`src/rtl/pbt_pkg.sv`:
```
package pbt_pkg;
  typedef enum logic [2:0] {
    ST_IDLE,
    ST_DEC,
    ST_XFER,
    ST_WAIT,
    ST_ABT
  } st_e;

  localparam logic [3:0] CMD_IO_RD  = 4'b0010;
  localparam logic [3:0] CMD_IO_WR  = 4'b0011;
  localparam logic [3:0] CMD_CFG_RD = 4'b1010;
  localparam logic [3:0] CMD_CFG_WR = 4'b1011;
endpackage

```
`src/rtl/pbt_decode.sv`:
```
module pbt_decode
  import pbt_pkg::*;
#(
  parameter logic [31:0] IO_BASE = 32'h0000_1000,
  parameter int unsigned IO_LEN  = 14
) (
  input  logic [31:0] addr_i,
  input  logic [3:0]  cmd_i,
  input  logic        sel_i,
  input  logic [3:0]  be_i,
  output logic        hit_o,
  output logic        is_io_o,
  output logic        is_wr_o,
  output logic        abort_o
);
  localparam logic [32:0] IO_LO = {1'b0, IO_BASE};
  localparam logic [32:0] IO_HI = IO_LO + 33'(IO_LEN);

  logic       is_cfg;
  logic       io_in;
  logic [3:0] lane_out;

  assign is_io_o = (cmd_i == CMD_IO_RD) || (cmd_i == CMD_IO_WR);
  assign is_cfg  = (cmd_i == CMD_CFG_RD) || (cmd_i == CMD_CFG_WR);
  assign is_wr_o = cmd_i[0] & (is_io_o | is_cfg);
  assign io_in   = ({1'b0, addr_i} >= IO_LO) && ({1'b0, addr_i} < IO_HI);
  assign hit_o   = (is_io_o & io_in) | (is_cfg & sel_i & (addr_i[1:0] == 2'b00));

  for (genvar k = 0; k < 4; k++) begin : g_lane
    logic [32:0] lane_addr;
    assign lane_addr   = {1'b0, addr_i[31:2], 2'b00} + 33'(k);
    assign lane_out[k] = be_i[k] & ((lane_addr < IO_LO) || (lane_addr >= IO_HI));
  end

  assign abort_o = is_io_o & (|lane_out);
endmodule

```
`src/rtl/pbt_regfile.sv`:
```
module pbt_regfile #(
  parameter int unsigned WORDS = 8,
  parameter int unsigned IW    = 6,
  localparam int unsigned AW   = (WORDS > 1) ? $clog2(WORDS) : 1
) (
  input  logic          clk_i,
  input  logic          rst_ni,
  input  logic          we_i,
  input  logic [IW-1:0] idx_i,
  input  logic [3:0]    be_i,
  input  logic [31:0]   wdata_i,
  output logic [31:0]   rdata_o
);
  logic [31:0] mem_q [WORDS];
  logic        in_rng;

  assign in_rng  = ({{(64-IW){1'b0}}, idx_i} < 64'(WORDS));
  assign rdata_o = in_rng ? mem_q[idx_i[AW-1:0]] : '0;

  always_ff @(posedge clk_i or negedge rst_ni) begin
    if (!rst_ni) begin
      for (int w = 0; w < int'(WORDS); w++) mem_q[w] <= '0;
    end else if (we_i && in_rng) begin
      for (int b = 0; b < 4; b++)
        if (be_i[b]) mem_q[idx_i[AW-1:0]][8*b +: 8] <= wdata_i[8*b +: 8];
    end
  end
endmodule

```
`src/rtl/pbt_target.sv`:
```
module pbt_target
  import pbt_pkg::*;
#(
  parameter logic [31:0] IO_BASE   = 32'h0000_1000,
  parameter int unsigned IO_LEN    = 14,
  parameter int unsigned CFG_WORDS = 8
) (
  input  logic        clk_i,
  input  logic        rst_ni,
  input  logic [31:0] adbus_i,
  output logic [31:0] adbus_o,
  output logic        adbus_oe_o,
  input  logic [3:0]  cmd_be_i,
  input  logic        cyc_ni,
  input  logic        mst_rdy_ni,
  input  logic        sel_i,
  output logic        claim_no,
  output logic        tgt_rdy_no,
  output logic        halt_no
);
  localparam int unsigned IO_WORDS = (IO_LEN + 3) / 4;

  st_e         st_q;
  logic [31:0] addr_q, ad_q, rd_data, cfg_rd, io_rd;
  logic [3:0]  cmd_q, be;
  logic        sel_q, prev_idle_q;
  logic        claim_q, trdy_q, halt_q, oe_q;
  logic        cyc, mrdy, start;
  logic        hit, is_io, is_wr, abort;
  logic        we, cfg_we, io_we;
  logic [29:0] io_idx;

  assign cyc   = ~cyc_ni;
  assign mrdy  = ~mst_rdy_ni;
  assign be    = ~cmd_be_i;
  assign start = (st_q == ST_IDLE) && cyc && prev_idle_q;

  pbt_decode #(.IO_BASE(IO_BASE), .IO_LEN(IO_LEN)) u_dec (
    .addr_i (addr_q),
    .cmd_i  (cmd_q),
    .sel_i  (sel_q),
    .be_i   (be),
    .hit_o  (hit),
    .is_io_o(is_io),
    .is_wr_o(is_wr),
    .abort_o(abort)
  );

  assign we     = (st_q == ST_XFER) && mrdy && is_wr;
  assign cfg_we = we & ~is_io;
  assign io_we  = we & is_io;
  assign io_idx = addr_q[31:2] - IO_BASE[31:2];

  pbt_regfile #(.WORDS(CFG_WORDS), .IW(6)) u_cfg (
    .clk_i  (clk_i),
    .rst_ni (rst_ni),
    .we_i   (cfg_we),
    .idx_i  (addr_q[7:2]),
    .be_i   (be),
    .wdata_i(adbus_i),
    .rdata_o(cfg_rd)
  );

  pbt_regfile #(.WORDS(IO_WORDS), .IW(30)) u_io (
    .clk_i  (clk_i),
    .rst_ni (rst_ni),
    .we_i   (io_we),
    .idx_i  (io_idx),
    .be_i   (be),
    .wdata_i(adbus_i),
    .rdata_o(io_rd)
  );

  assign rd_data = is_io ? io_rd : cfg_rd;

  always_ff @(posedge clk_i or negedge rst_ni) begin
    if (!rst_ni) begin
      st_q        <= ST_IDLE;
      addr_q      <= '0;
      cmd_q       <= '0;
      sel_q       <= 1'b0;
      prev_idle_q <= 1'b1;
      claim_q     <= 1'b0;
      trdy_q      <= 1'b0;
      halt_q      <= 1'b0;
      oe_q        <= 1'b0;
      ad_q        <= '0;
    end else begin
      prev_idle_q <= cyc_ni & mst_rdy_ni;
      unique case (st_q)
        ST_IDLE: if (start) begin
          addr_q <= adbus_i;
          cmd_q  <= cmd_be_i;
          sel_q  <= sel_i;
          st_q   <= ST_DEC;
        end
        ST_DEC, ST_WAIT: begin
          if (st_q == ST_DEC && !hit) begin
            st_q <= ST_IDLE;
          end else if (abort) begin
            st_q    <= ST_ABT;
            claim_q <= 1'b0;
            halt_q  <= 1'b1;
            trdy_q  <= 1'b0;
            oe_q    <= 1'b0;
          end else begin
            st_q    <= ST_XFER;
            claim_q <= 1'b1;
            trdy_q  <= 1'b1;
            oe_q    <= ~is_wr;
            ad_q    <= rd_data;
          end
        end
        ST_XFER: if (mrdy) begin
          trdy_q <= 1'b0;
          if (!cyc) begin
            st_q    <= ST_IDLE;
            claim_q <= 1'b0;
            oe_q    <= 1'b0;
          end else begin
            addr_q <= addr_q + 32'd4;
            st_q   <= ST_WAIT;
          end
        end
        ST_ABT: if (mrdy && !cyc) begin
          halt_q <= 1'b0;
          st_q   <= ST_IDLE;
        end
        default: st_q <= ST_IDLE;
      endcase
    end
  end

  assign claim_no   = ~claim_q;
  assign tgt_rdy_no = ~trdy_q;
  assign halt_no    = ~halt_q;
  assign adbus_o    = ad_q;
  assign adbus_oe_o = oe_q;

  // medium decode, nothing driven in the turnaround cycle
  a_r2_medium_claim: assert property (@(posedge clk_i) disable iff (!rst_ni)
    start |=> (!claim_q && !oe_q));

  // response strobes frozen while the initiator waits
  a_r4_hold_strobes: assert property (@(posedge clk_i) disable iff (!rst_ni)
    ((trdy_q || halt_q) && !mrdy) |=> ($stable(claim_q) && $stable(trdy_q) && $stable(halt_q)));

  // abort form and no write during abort
  a_r8_abort_form: assert property (@(posedge clk_i) disable iff (!rst_ni)
    halt_q |-> (!claim_q && !trdy_q && !we));

  // configuration claim qualified by select and alignment
  a_r5_cfg_claim: assert property (@(posedge clk_i) disable iff (!rst_ni)
    (claim_q && !is_io) |-> (sel_q && addr_q[1:0] == 2'b00));

  // drive only a claimed read
  a_r11_oe_read: assert property (@(posedge clk_i) disable iff (!rst_ni)
    oe_q |-> (claim_q && !is_wr));

  // register writes only with target ready shown
  a_r3_write_ready: assert property (@(posedge clk_i) disable iff (!rst_ni)
    (cfg_we || io_we) |-> trdy_q);
endmodule

```
`config.mk`:
```
export PLATFORM = sky130hd
export DESIGN_NAME = pbt_target
export DESIGN_NICKNAME = d
export VERILOG_FILES = /design/src/rtl/pbt_pkg.sv /design/src/rtl/pbt_decode.sv /design/src/rtl/pbt_regfile.sv /design/src/rtl/pbt_target.sv
export SDC_FILE = /design/constraint.sdc
export NUM_CORES = 1
export LEC_CHECK = 0
export ABC_AREA = 1
export BUFFER_PORTS_ARGS = -buffer_cell sky130_fd_sc_hd__buf_4
export CORE_MARGIN = 1
export CORE_UTILIZATION = 57
export CTS_CLUSTER_DIAMETER = 50
export DETAILED_ROUTE_END_ITERATION = 6
export PLACE_DENSITY = 0.77
export SYNTH_ARGS = -nofsm -noshare
export SYNTH_HDL_FRONTEND = slang
export SYNTH_HIERARCHICAL = 1
export SYNTH_SLANG_ARGS = --single-unit
```
`constraint.sdc`:
```
create_clock -name clk_i -period 2.94 [get_ports clk_i]
set_input_delay 0.294 -clock clk_i [delete_from_list [all_inputs] [get_ports clk_i]]
set_output_delay 0.294 -clock clk_i [all_outputs]
set_load 0.05 [all_outputs]
```
### Word-level counts from Yosys, hierarchy flattened

Index checks and enable logic that the tools add are counted.

| operators by class | value |
|---|---|
| magnitude comparators | 16 |
| eq/ne operators | 15 |
| bitwise gates (word level) | 26 |
| add/sub/neg operators | 5 |
| muxes and demuxes | 72 |
| reductions and logical operators | 32 |

Operators by type and width:

| kind | number |
|---|---|
| 2-to-1 mux 256 bit | 7 |
| bitwise mux 256 bit | 4 |
| 2-to-1 mux 128 bit | 7 |
| bitwise mux 128 bit | 4 |
| demux 32 bit (select 3 bit) | 4 |
| 2-to-1 mux 32 bit | 12 |
| demux 32 bit (select 2 bit) | 4 |
| greater-or-equal comparator 33 x 13 -> 1 bit (second input constant) | 3 |
| less-than comparator 33 x 13 -> 1 bit (second input constant) | 3 |
| binary-select mux 32 bit (select 3 bit) | 1 |
| adder 32 x 2 -> 33 bit (second input constant) | 2 |
| binary-select mux 32 bit (select 2 bit) | 1 |
| greater-or-equal comparator 32 x 13 -> 1 bit (second input constant) | 2 |
| less-than comparator 32 x 13 -> 1 bit (second input constant) | 2 |
| case mux 32 bit (2 select lines) | 1 |
| 2-to-1 mux 24 bit | 2 |
| adder 32 x 1 -> 33 bit (second input constant) | 1 |
| adder 32 x 3 -> 32 bit (second input constant) | 1 |
| 2-to-1 mux 16 bit | 2 |
| less-than comparator 30 x 3 -> 1 bit (second input constant) | 1 |
| subtractor 30 x 11 -> 30 bit (second input constant) | 1 |
| 2-to-1 mux 8 bit | 2 |
| 2-to-1 mux 3 bit | 5 |
| inequality test 2 bit (second input constant) | 7 |
| 31 further kinds | 87 |

| word-level totals | value |
|---|---|
| output and inout bits | 36 |
| logic and storage cells | 188 |
| bits in registers | 461 |

### Depth between registers and ports, before layout

Gate-level depths: netlist of the first run.

| logic depth | value |
|---|---|
| depth in word-level cells | 17 |
| gate-level depth with buffers | 21 |
| mapped depth without buffers | 19 |

### Modules after synthesis

The synthesis of the first run kept the hierarchy.

By module, submodules not included:

| module | cells an instance | area each (sq um) | instances |
|---|---|---|---|
| pbt_regfile at u_cfg | 1877 | 12898.6 | 1 |
| pbt_regfile at u_io | 777 | 6467.5 | 1 |
| pbt_target | 786 | 5205.0 | 1 |
| pbt_decode | 72 | 322.8 | 1 |

### Worst setup path after synthesis of the first run

OpenSTA, ideal clock, no wires.

| path | value |
|---|---|
| kind | reg-to-reg |
| start | register addr_q[12] |
| end | register ad_q[16] (netlist: adbus_o[16]) |
| library setup time | 0.083 ns |
| slack | 0.204 ns |
| data arrival time | 2.654 ns |
| required time | 2.857 ns |
| clock period less this slack | 2.736 ns |
| cell stages (with the launch flop) | 20 |
| path through | dfrtp_1 inv_1 ha_1 nand2_1 nor2_1 nand3_1 nor2_1 xor2_1 nor2_1 nand2_1 nor2_1 nand2_1 nor2_8 inv_1 buf_4 a31oi_1 inv_1 nand2_1 o21ai_0 o21ai_0 |

| on the way | value |
|---|---|
| elaborated cells between the ends (all ways) | 35 |
| those cells by class | add/sub (4); order compare (11); mux (2); bitwise (9); reduce/logical (9) |

RTL lines:

| item | RTL line | source |
|---|---|---|
| start: declaration | pbt_target.sv:24 | `logic [31:0] addr_q, ad_q, rd_data, cfg_rd, io_rd;` |
| start signal: assignment | pbt_target.sv:92 | `addr_q <= adbus_i;` |
| start signal: assignment | pbt_target.sv:121 | `addr_q <= addr_q + 32'd4;` |
| subtractor 30 x 11 -> 30 bit | pbt_target.sv:52 | `assign io_idx = addr_q[31:2] - IO_BASE[31:2];` |
| named net io_idx[10] | pbt_target.sv:31 | `logic [29:0] io_idx;` |
| less-than comparator 30 x 3 -> 1 bit | pbt_regfile.sv:17 | `assign in_rng = ({{(64-IW){1'b0}}, idx_i} < 64'(WORDS));` |
| 2-to-1 mux 32 bit | pbt_regfile.sv:18 | `assign rdata_o = in_rng ? mem_q[idx_i[AW-1:0]] : '0;` |
| named net io_rd[16] | pbt_target.sv:24 |  |
| 2-to-1 mux 32 bit | pbt_target.sv:74 | `assign rd_data = is_io ? io_rd : cfg_rd;` |
| end signal: assignment | pbt_target.sv:111 | `ad_q <= rd_data;` |
| end: declaration | pbt_target.sv:24 |  |

The timed path passes the listed nets, and every way through them passes these cells.
A chain may end at the register's enable or synchronous reset.

### Worst setup path after layout of the first run

| path | value |
|---|---|
| start | register addr_q[12] |
| end | register ad_q[17] (netlist: adbus_o[17]) |

Same word-level chain as after synthesis.

==> impl_metrics.yaml, run 1 <==
pwr:
  ir_worst_vdd_mv: 0.514
  comb_power_share_pct: 31.8
  power_frac_seq_pct: 35.4
  cellInternalPower_mw: 12.5
  power_per_cell_area_nw_per_um2: 744
  power_switching_share_pct: 39.9
  p_leak_nw: 15.2
  power.switching_mw: 8.33
  power_frac_clock_pct: 32.8
detailed_routing:
  ant_nets: 0
  routed-via-count: 23400
  met3RoutedLength_um: 7590
  drt_iter0_markers: 2760
  routed.top_layer: "met4"
  viasPerCell: 5.59
  wl_met1_um: 30500
  average_wire_per_standard_cell_um: 18.0
  drt-pass1-iter-count: 7
  route.detailed.drc: 1
  met2_wirelength_um: 33500
  drt-total-wl_um: 75500
cts:
  max-clock-path-buffers: 3
  cts.reportedPaths.clkPinSlew_ps: 60
  clk_sink_count: 461
  insertion_delay_ps: 620
  cts_max_level: 2
  cts-buffers-inserted: 54
  cts_root_buf: "clkbuf_16"
  tritoncts: "done"
worst_setup_path:
  worst-endpoint-required_ps: 3450
  slowest_delay_ps: 380
  critical-path-top-delay-family: "simple AND/OR/NAND/NOR gates"
  critPathMaxFanout: 16
  timing.critical_path.mode_cell: "nand2_1"
  worst_setup_path_start_kind: "register"
  criticalPathCategory: "register to register"
  cp.buffers_inverters: 4
  setup.worst_path.end_class: "register"
  worst-endpoint-arrival_ps: 3270
  critical_path.cell_chain: "inv_1 -> ha_2 -> nand2_1 -> nor2_2 -> nand3_1 -> nor2_1 -> xor2_1 -> nor2_1 -> nand2_1 -> nor2_2 -> nand2_2 -> nor2_8 -> inv_2 -> buf_12 -> a31oi_1 -> inv_1 -> nand2_1 -> o21ai_0 -> o21ai_0"
  critical-path-slowest-cell: "dfrtp_1"
sta:
  hold_viol: 0
  clock_period_minus_worst_slack_ps: 2760
  finClkSkew_ps: 22.4
  achievable-frequency_mhz: 362
  timing.final.setup_violations: 0
  worst_hold_slack_ps: 33.3
  min_period_over_period_pct: 94.0
  rsz_0062_raised_after_global_routing: "yes"
  timing_worst_slew_pin_value_ps: 779
  slew-limit-headroom_pct: 48.0
  final-max-slew-violation-count: 0
yosys:
  number_of_storage_elements_in_the_synthesis_netlist: 461
  synth.net_count: 3556
  ys_types: 48
  synth_edf_count: 0
  ys_warn_count: 6
  netlist_instances: 3512
  yosys_most_used_dff: "dfrtp_1"
  post_synth_instance_area_um2: 24900
  synth_sequential_area_ratio_pct: 46.3
  ys_async_sr_fraction_pct: 100
  post_synthesis_average_cell_area_um2: 7.09
run_status:
  violated_checks: "design-rule violations"
  outcome: "finished with violations"
floorplan:
  floorplan.initialDensity_pct: 57.8
  core_area_um2: 43100
  die_area_um2: 44500
  rows: 76
  floorplan.io_pins: 77
  chipWidth_um: 211
  dieHeight_um: 211
finish:
  post_route_cells_drive_above_1_share_pct: 12.6
  fin_util_pct: 65.2
  layout.nets: 3604
  synthToLayoutAreaGrowth_pct: 12.8
placed_design:
  buffers_added_on_ports: 76
  place_congestion: 0.916
  detailed_place_hpwl_um: 49200
global_route:
  grt_max_degree: 75
  first_global_vias: 22400
  wire_length_of_the_first_global_routing_pass_um: 121000
  grt_remaining_overflow: 0
  groute.usage.overall_pct: 34.8
  antenna_found_initial: 0
job:
  timing.max_cap.violations: 0
worst_hold_path:
  hold_path.class: "input pin to register"
-- repair_timing --
item / CTS / global route
endpoints found under the setup margin: 6 / 160
gates resized for setup: 2 / 27
pin swaps: 0 / 5
endpoints found under the hold margin: 67 / 0
hold buffers: 7 / 0
buffers inserted: 0 / 3
-- synth_stat cells, types with 15 or more instances --
cell,number,share of area [%]
a22oi_1,32,0.97
o21ai_2,21,0.74
buf_6,15,0.68
clkbuf_1,65,0.98
nand2_2,30,0.75
o21ai_1,28,0.56
xor2_1,17,0.60
nand2_1,1975,30
o21ai_0,74,1.5
nor2_1,113,1.7
a21oi_1,41,0.82
dfrtp_1,460,46
inv_2,38,0.57
nand3_1,199,4.0
buf_4,30,0.90
a31oi_1,32,0.80
nor2_2,18,0.45
inv_1,157,2.4
or2_2,22,0.55
buf_2,49,0.99
-- layout by cell type (no fill, tap or decap), types with 9 or more instances in the layout --
| cell | n |
|---|---|
| nand2_1 | 1973 |
| dfrtp_1 | 457 |
| nand3_1 | 197 |
| inv_1 | 154 |
| buf_4 | 142 |
| nor2_1 | 103 |
| o21ai_0 | 65 |
| clkbuf_16 | 55 |
| a21oi_1 | 41 |
| inv_2 | 40 |
| o21ai_1 | 37 |
| nand2_2 | 32 |
| a22oi_1 | 32 |
| a31oi_1 | 28 |
| nor2_2 | 25 |
| or2_2 | 22 |
| o21ai_2 | 21 |
| xor2_1 | 17 |
| buf_12 | 16 |
| clkinv_2 | 14 |
| clkbuf_8 | 11 |
| nand4_4 | 10 |
| nor2_4 | 9 |
-- path summary, 6_finish.rpt --
| kind | endpoint | slack (ps) | cells past startpoint | start |
|---|---|---|---|---|
| worst max-delay path | adbus_o[17] | 180 | 19 | addr_q[12] |
| worst max register to register | adbus_o[17] | 180 | 19 | addr_q[12] |
| worst min-delay path | u_cfg/mem_q[111] | 30 | 3 | adbus_i[15] |
| max in group asynchronous | u_cfg/mem_q[18] | 1720 | 4 | rst_ni |
| worst min register to register | u_cfg/mem_q[167] | 480 | 2 | u_cfg/mem_q[167] |
| min in group asynchronous | u_cfg/mem_q[37] | 270 | 2 | rst_ni |
-- worst reg2reg max path, stage by stage, from the launching register on --
cell and delay [ps]:
dfrtp_1 380, inv_1 90, ha_2 240, nand2_1 110, nor2_2 200, nand3_1 90
nor2_1 120, xor2_1 70, nor2_1 110, nand2_1 80, nor2_2 120, nand2_2 120
nor2_8 150, inv_2 80, buf_12 160, a31oi_1 170, inv_1 60, nand2_1 50
o21ai_0 70, o21ai_0 210
-- logic make-up after synthesis --
kind of cell	Yosys count	share of synthesized area, %
xor+xnor	18	0.633
buf+inv	378	7.00
fa+ha+maj	3	0.151
flops	461	46.3
compound gates	235	5.61
simple gates	2417	40.3
-- stage by stage --
step / total power, mW / setup TNS, ps / setup slack (ps) / area [um^2] / std cells
after floorplan: 11.7 / 0 / 204 / 24900 / 3512
after global placement: 13.8 / 0 / 167 / 26100 / 4079
after detailed placement: 13.9 / 0 / 24.6 / 26100 / 4079
after CTS: 20.8 / 0 / 12.9 / 28000 / 4185
after global routing: 21.8 / -391 / -41.9 / 28100 / 4188
final: 20.9 / 0 / 177 / 28100 / 4192
-- power groups by stage --
stage               registers [mW]  clock network (mW)  logic (mW)
floorplan                     7.82                   0        3.85
global placement              7.44                   0        6.33
detailed placement            7.45                   0        6.42
CTS                           7.35                6.94        6.47
global route                  7.44                7.21        7.17
finish                        7.39                6.85        6.64
-- flip-flops by register name (all words and copies together), names as in the netlist --
register,count
u_cfg/mem_q,256
u_io/mem_q,128
adbus_o,32
addr_q,32
cmd_q,4
st_q,3
adbus_oe_o,1
claim_q,1
halt_q,1
prev_idle_q,1
sel_q,1
trdy_q,1
-- layer usage --
metal  vias up  global-route usage, %
li1      10900                      -
met1     11100                   46.9
met2      1187                   53.3
met3       220                   7.84
met4         0                   16.3
met5         -                      0
-- area by class of cell --
type	instances	area, um^2
antenna	4	10.0
clock buffer	73	1550
clock inverter	26	278
fill	3722	15000
inverter	204	781
multi-input combinational	2673	11700
sequential	461	11500
tap	585	732
timing repair buffer	166	1470
Note: power is estimated with default switching activity, not from simulation.
==> inputs of run 2 (changes only) <==
--- a/config.mk
+++ b/config.mk
@@ -5,12 +5,12 @@
 export SDC_FILE = /design/constraint.sdc
 export NUM_CORES = 1
 export LEC_CHECK = 0
-export ABC_AREA = 1
 export BUFFER_PORTS_ARGS = -buffer_cell sky130_fd_sc_hd__buf_4
 export CORE_MARGIN = 1
 export CORE_UTILIZATION = 57
 export CTS_CLUSTER_DIAMETER = 50
 export DETAILED_ROUTE_END_ITERATION = 6
+export GPL_TIMING_DRIVEN = 1
 export PLACE_DENSITY = 0.77
 export SYNTH_ARGS = -nofsm -noshare
 export SYNTH_HDL_FRONTEND = slang
==> impl_metrics.yaml, run 2 <==
global_route:
  antenna_found_initial: 0
  groute.usage.overall_pct: 30.6
  grt_remaining_overflow: 0
  first_global_vias: 16300
  wire_length_of_the_first_global_routing_pass_um: 96400
  grt_max_degree: 91
worst_hold_path:
  holdCritStartpoint: "adbus_i[2]"
  hold_path_end: "addr_q[2]"
  hold_path_depth: 3
  hold_path.class: "input pin to register"
sta:
  final-max-slew-violation-count: 0
  rsz_0062_raised_after_global_routing: "yes"
  finClkSkew_ps: 22.0
  timing.final.setup_violations: 160
  min_period_over_period_pct: 114
  clock_period_minus_worst_slack_ps: 3340
  hold_viol: 0
  minimum_setup_slack_in_the_final_design_ps: -404
  achievable-frequency_mhz: 299
  slew-limit-headroom_pct: 48.4
  timing_worst_slew_pin_value_ps: 775
worst_setup_path:
  reg2reg_slack_ps: -400
  critPathMaxFanout: 8
  criticalPathCategory: "register to register"
  crit-reg2reg-capture: "adbus_o[19]"
  worst-endpoint-required_ps: 3440
  critical_path.cell_chain: "or4_4 -> nor4_4 -> nand2_2 -> nor3_4 -> xor2_1 -> nor4_2 -> nand3_2 -> buf_4 -> or2_4 -> clkbuf_16 -> nor2b_1 -> mux2i_1 -> a21oi_1"
  r2r-start: "addr_q[15]"
  slowest_delay_ps: 570
  reg2reg_depth: 13
  setup.worst_path.end_class: "register"
  worst-endpoint-arrival_ps: 3850
  critical-path-slowest-cell: "or4_4"
  worst_setup_path_start_kind: "register"
finish:
  synthToLayoutAreaGrowth_pct: 20.2
  mostFrequentLayoutCell: "dfrtp_1"
  most_frequent_cells_in_the_layout: "dfrtp_1, mux2_2, buf_4"
  post_route_cells_drive_above_1_share_pct: 45.4
  fin_util_pct: 69.5
  largest_reg_flops: 256
  layout_top_registers: "u_cfg/mem_q: 256 flops, u_io/mem_q: 128 flops"
  layout.nets: 1957
  layout.cells.non_filler: 2477
  fillerInstances: 2683
  top_register: "u_cfg/mem_q"
cts:
  cts_max_level: 2
  clk_sink_count: 461
  cts_root_buf: "clkbuf_16"
  max-clock-path-buffers: 3
  cts-buffers-inserted: 51
  cts.reportedPaths.clkPinSlew_ps: 60
  tritoncts: "done"
  insertion_delay_ps: 600
detailed_routing:
  route.detailed.drc: 0
  drt-total-wl_um: 61200
  ant_nets: 0
  average_wire_per_standard_cell_um: 24.7
  drt_iter0_markers: 1128
  viasPerCell: 6.29
  routed-via-count: 15600
  drt-pass1-iter-count: 5
placed_design:
  place_congestion: 0.922
  placedCellCount: 2369
  detailed_place_hpwl_um: 37900
  buffers_added_on_ports: 76
yosys:
  synthMostInstantiatedCell: "dfrtp_1"
  post_synth_most_frequent_cells: "dfrtp_1, mux2_2, nand2_1, mux4_2, a21oi_1"
  ys_types: 68
  ys_warn_count: 6
  synth_sequential_area_ratio_pct: 50.2
  post_synthesis_average_cell_area_um2: 13.1
  ys_async_sr_fraction_pct: 100
  number_of_storage_elements_in_the_synthesis_netlist: 461
  post_synth_instance_area_um2: 23000
  netlist_instances: 1752
  yosys_most_used_dff: "dfrtp_1"
  synth.area.top_cells: "dfrtp_1, mux2_2, mux4_2"
  synth_top_cell_area_share_pct: 50.1
  biggest_area_consumer_among_synthesized_cells: "dfrtp_1"
  synth.net_count: 1796
  synth_edf_count: 0
pwr:
  ir_worst_vdd_mv: 0.543
  power.switching_mw: 5.00
  power_per_cell_area_nw_per_um2: 596
  power_frac_seq_pct: 42.3
  comb_power_share_pct: 18.8
  cellInternalPower_mw: 11.4
  power_switching_share_pct: 30.4
  total_power_mw: 16.4
  power_frac_clock_pct: 38.9
  p_leak_nw: 12.4
floorplan:
  dieHeight_um: 203
  die_area_um2: 41100
  floorplan.io_pins: 77
  floorplan.initialDensity_pct: 57.8
  core_area_um2: 39700
  chipWidth_um: 203
  rows: 73
run_status:
  outcome: "finished with violations"
  violated_checks: "negative setup slack"
job:
  timing.max_cap.violations: 0
==> run 2: cell count changes in the layout (fill, tap and decap cells not counted), sizes merged, moves of 49 or more <==
cell,change
a21oi,+49
inv,-180
mux2,+389
mux4,+92
nand2,-1864
nand2b,+69
nand3,-162
nor2,-84
o21ai,-102
==> run 2: power by group through the flow <==
stage / Sequential, mW / Combinational [mW] / Clock (mW)
2_1_floorplan: 7.40 / 1.51 / 0
3_3_place_gp: 7.05 / 3.00 / 0
3_5_place_dp: 7.06 / 3.04 / 0
4_1_cts: 6.95 / 3.06 / 6.50
5_1_grt: 6.99 / 3.28 / 6.75
6_report: 6.96 / 3.09 / 6.40
==> run 2: cell type report <==
cell class	instances	area, um^2	share of cell area [%]
antenna	1	2.50	0.00907
timing repair buffer	210	1920	6.95
multi-input combinational	1172	11700	42.5
clock buffer	67	1450	5.25
inverter	17	63.8	0.231
sequential	461	11500	41.9
clock inverter	24	235	0.852
tap	525	657	2.38
==> run 2: logic make-up after synthesis <==
| family | after synthesis | synth area share (%) |
|---|---|---|
| buf+inv | 119 | 2.38 |
| simple gates | 466 | 12.5 |
| xor+xnor | 17 | 0.648 |
| flops | 461 | 50.2 |
| fa+ha+maj | 3 | 0.163 |
| compound gates | 169 | 4.36 |
| mux | 517 | 29.7 |
==> run 2: worst max-delay path by stage <==
stage | cells after the start | start | end | slack (ps)
finish | 13 | addr_q[15] | adbus_o[19] | -400
CTS | 12 | addr_q[17] | u_io/mem_q[66] | -380
global route | 12 | addr_q[15] | u_io/mem_q[67] | -500
global placement | 11 | addr_q[15] | u_io/mem_q[17] | -430
detailed placement | 11 | addr_q[19] | u_io/mem_q[22] | -460
floorplan | 10 | addr_q[14] | u_io/mem_q[0] | -540
==> run 2: layer usage <==
layer,global-route usage [%],vias up,share of wire (%)
li1,-,6764,-
met1,43.7,8148,42
met2,48.2,541,48
met3,5.06,117,6.9
met4,9.80,0,2.9
met5,0,-,0
==> run 2: through the flow <==
step / setup WS, ps / cell area [um^2] / hold WS [ps] / setup TNS, ps
2_1_floorplan: -544 / 23000 / -1.59 / -77740
3_3_place_gp: -427 / 24800 / 303 / -53540
3_5_place_dp: -464 / 24800 / 302 / -60350
4_1_cts: -375 / 27200 / 5.92 / -49970
5_1_grt: -504 / 27600 / 16.9 / -64680
6_report: -404 / 27600 / 26.4 / -47360
==> run 2: timing repair <==
| action | CTS | global route |
|---|---|---|
| pin swaps | 15 | 22 |
| setup endpoints to repair | 160 | 160 |
| cloned | 0 | 2 |
| hold buffers | 4 | 0 |
| buffers inserted | 9 | 1 |
| hold endpoints to repair | 59 | 0 |
| resized for setup | 163 | 60 |
==> run 2: critical path, delay by kind of cell (launching register included) <==
kind / cells / cell delay, ps
mux: 1 / 120
buf+inv: 2 / 430
simple gates: 8 / 2050
compound gates: 1 / 190
xor+xnor: 1 / 90
flops: 1 / 380
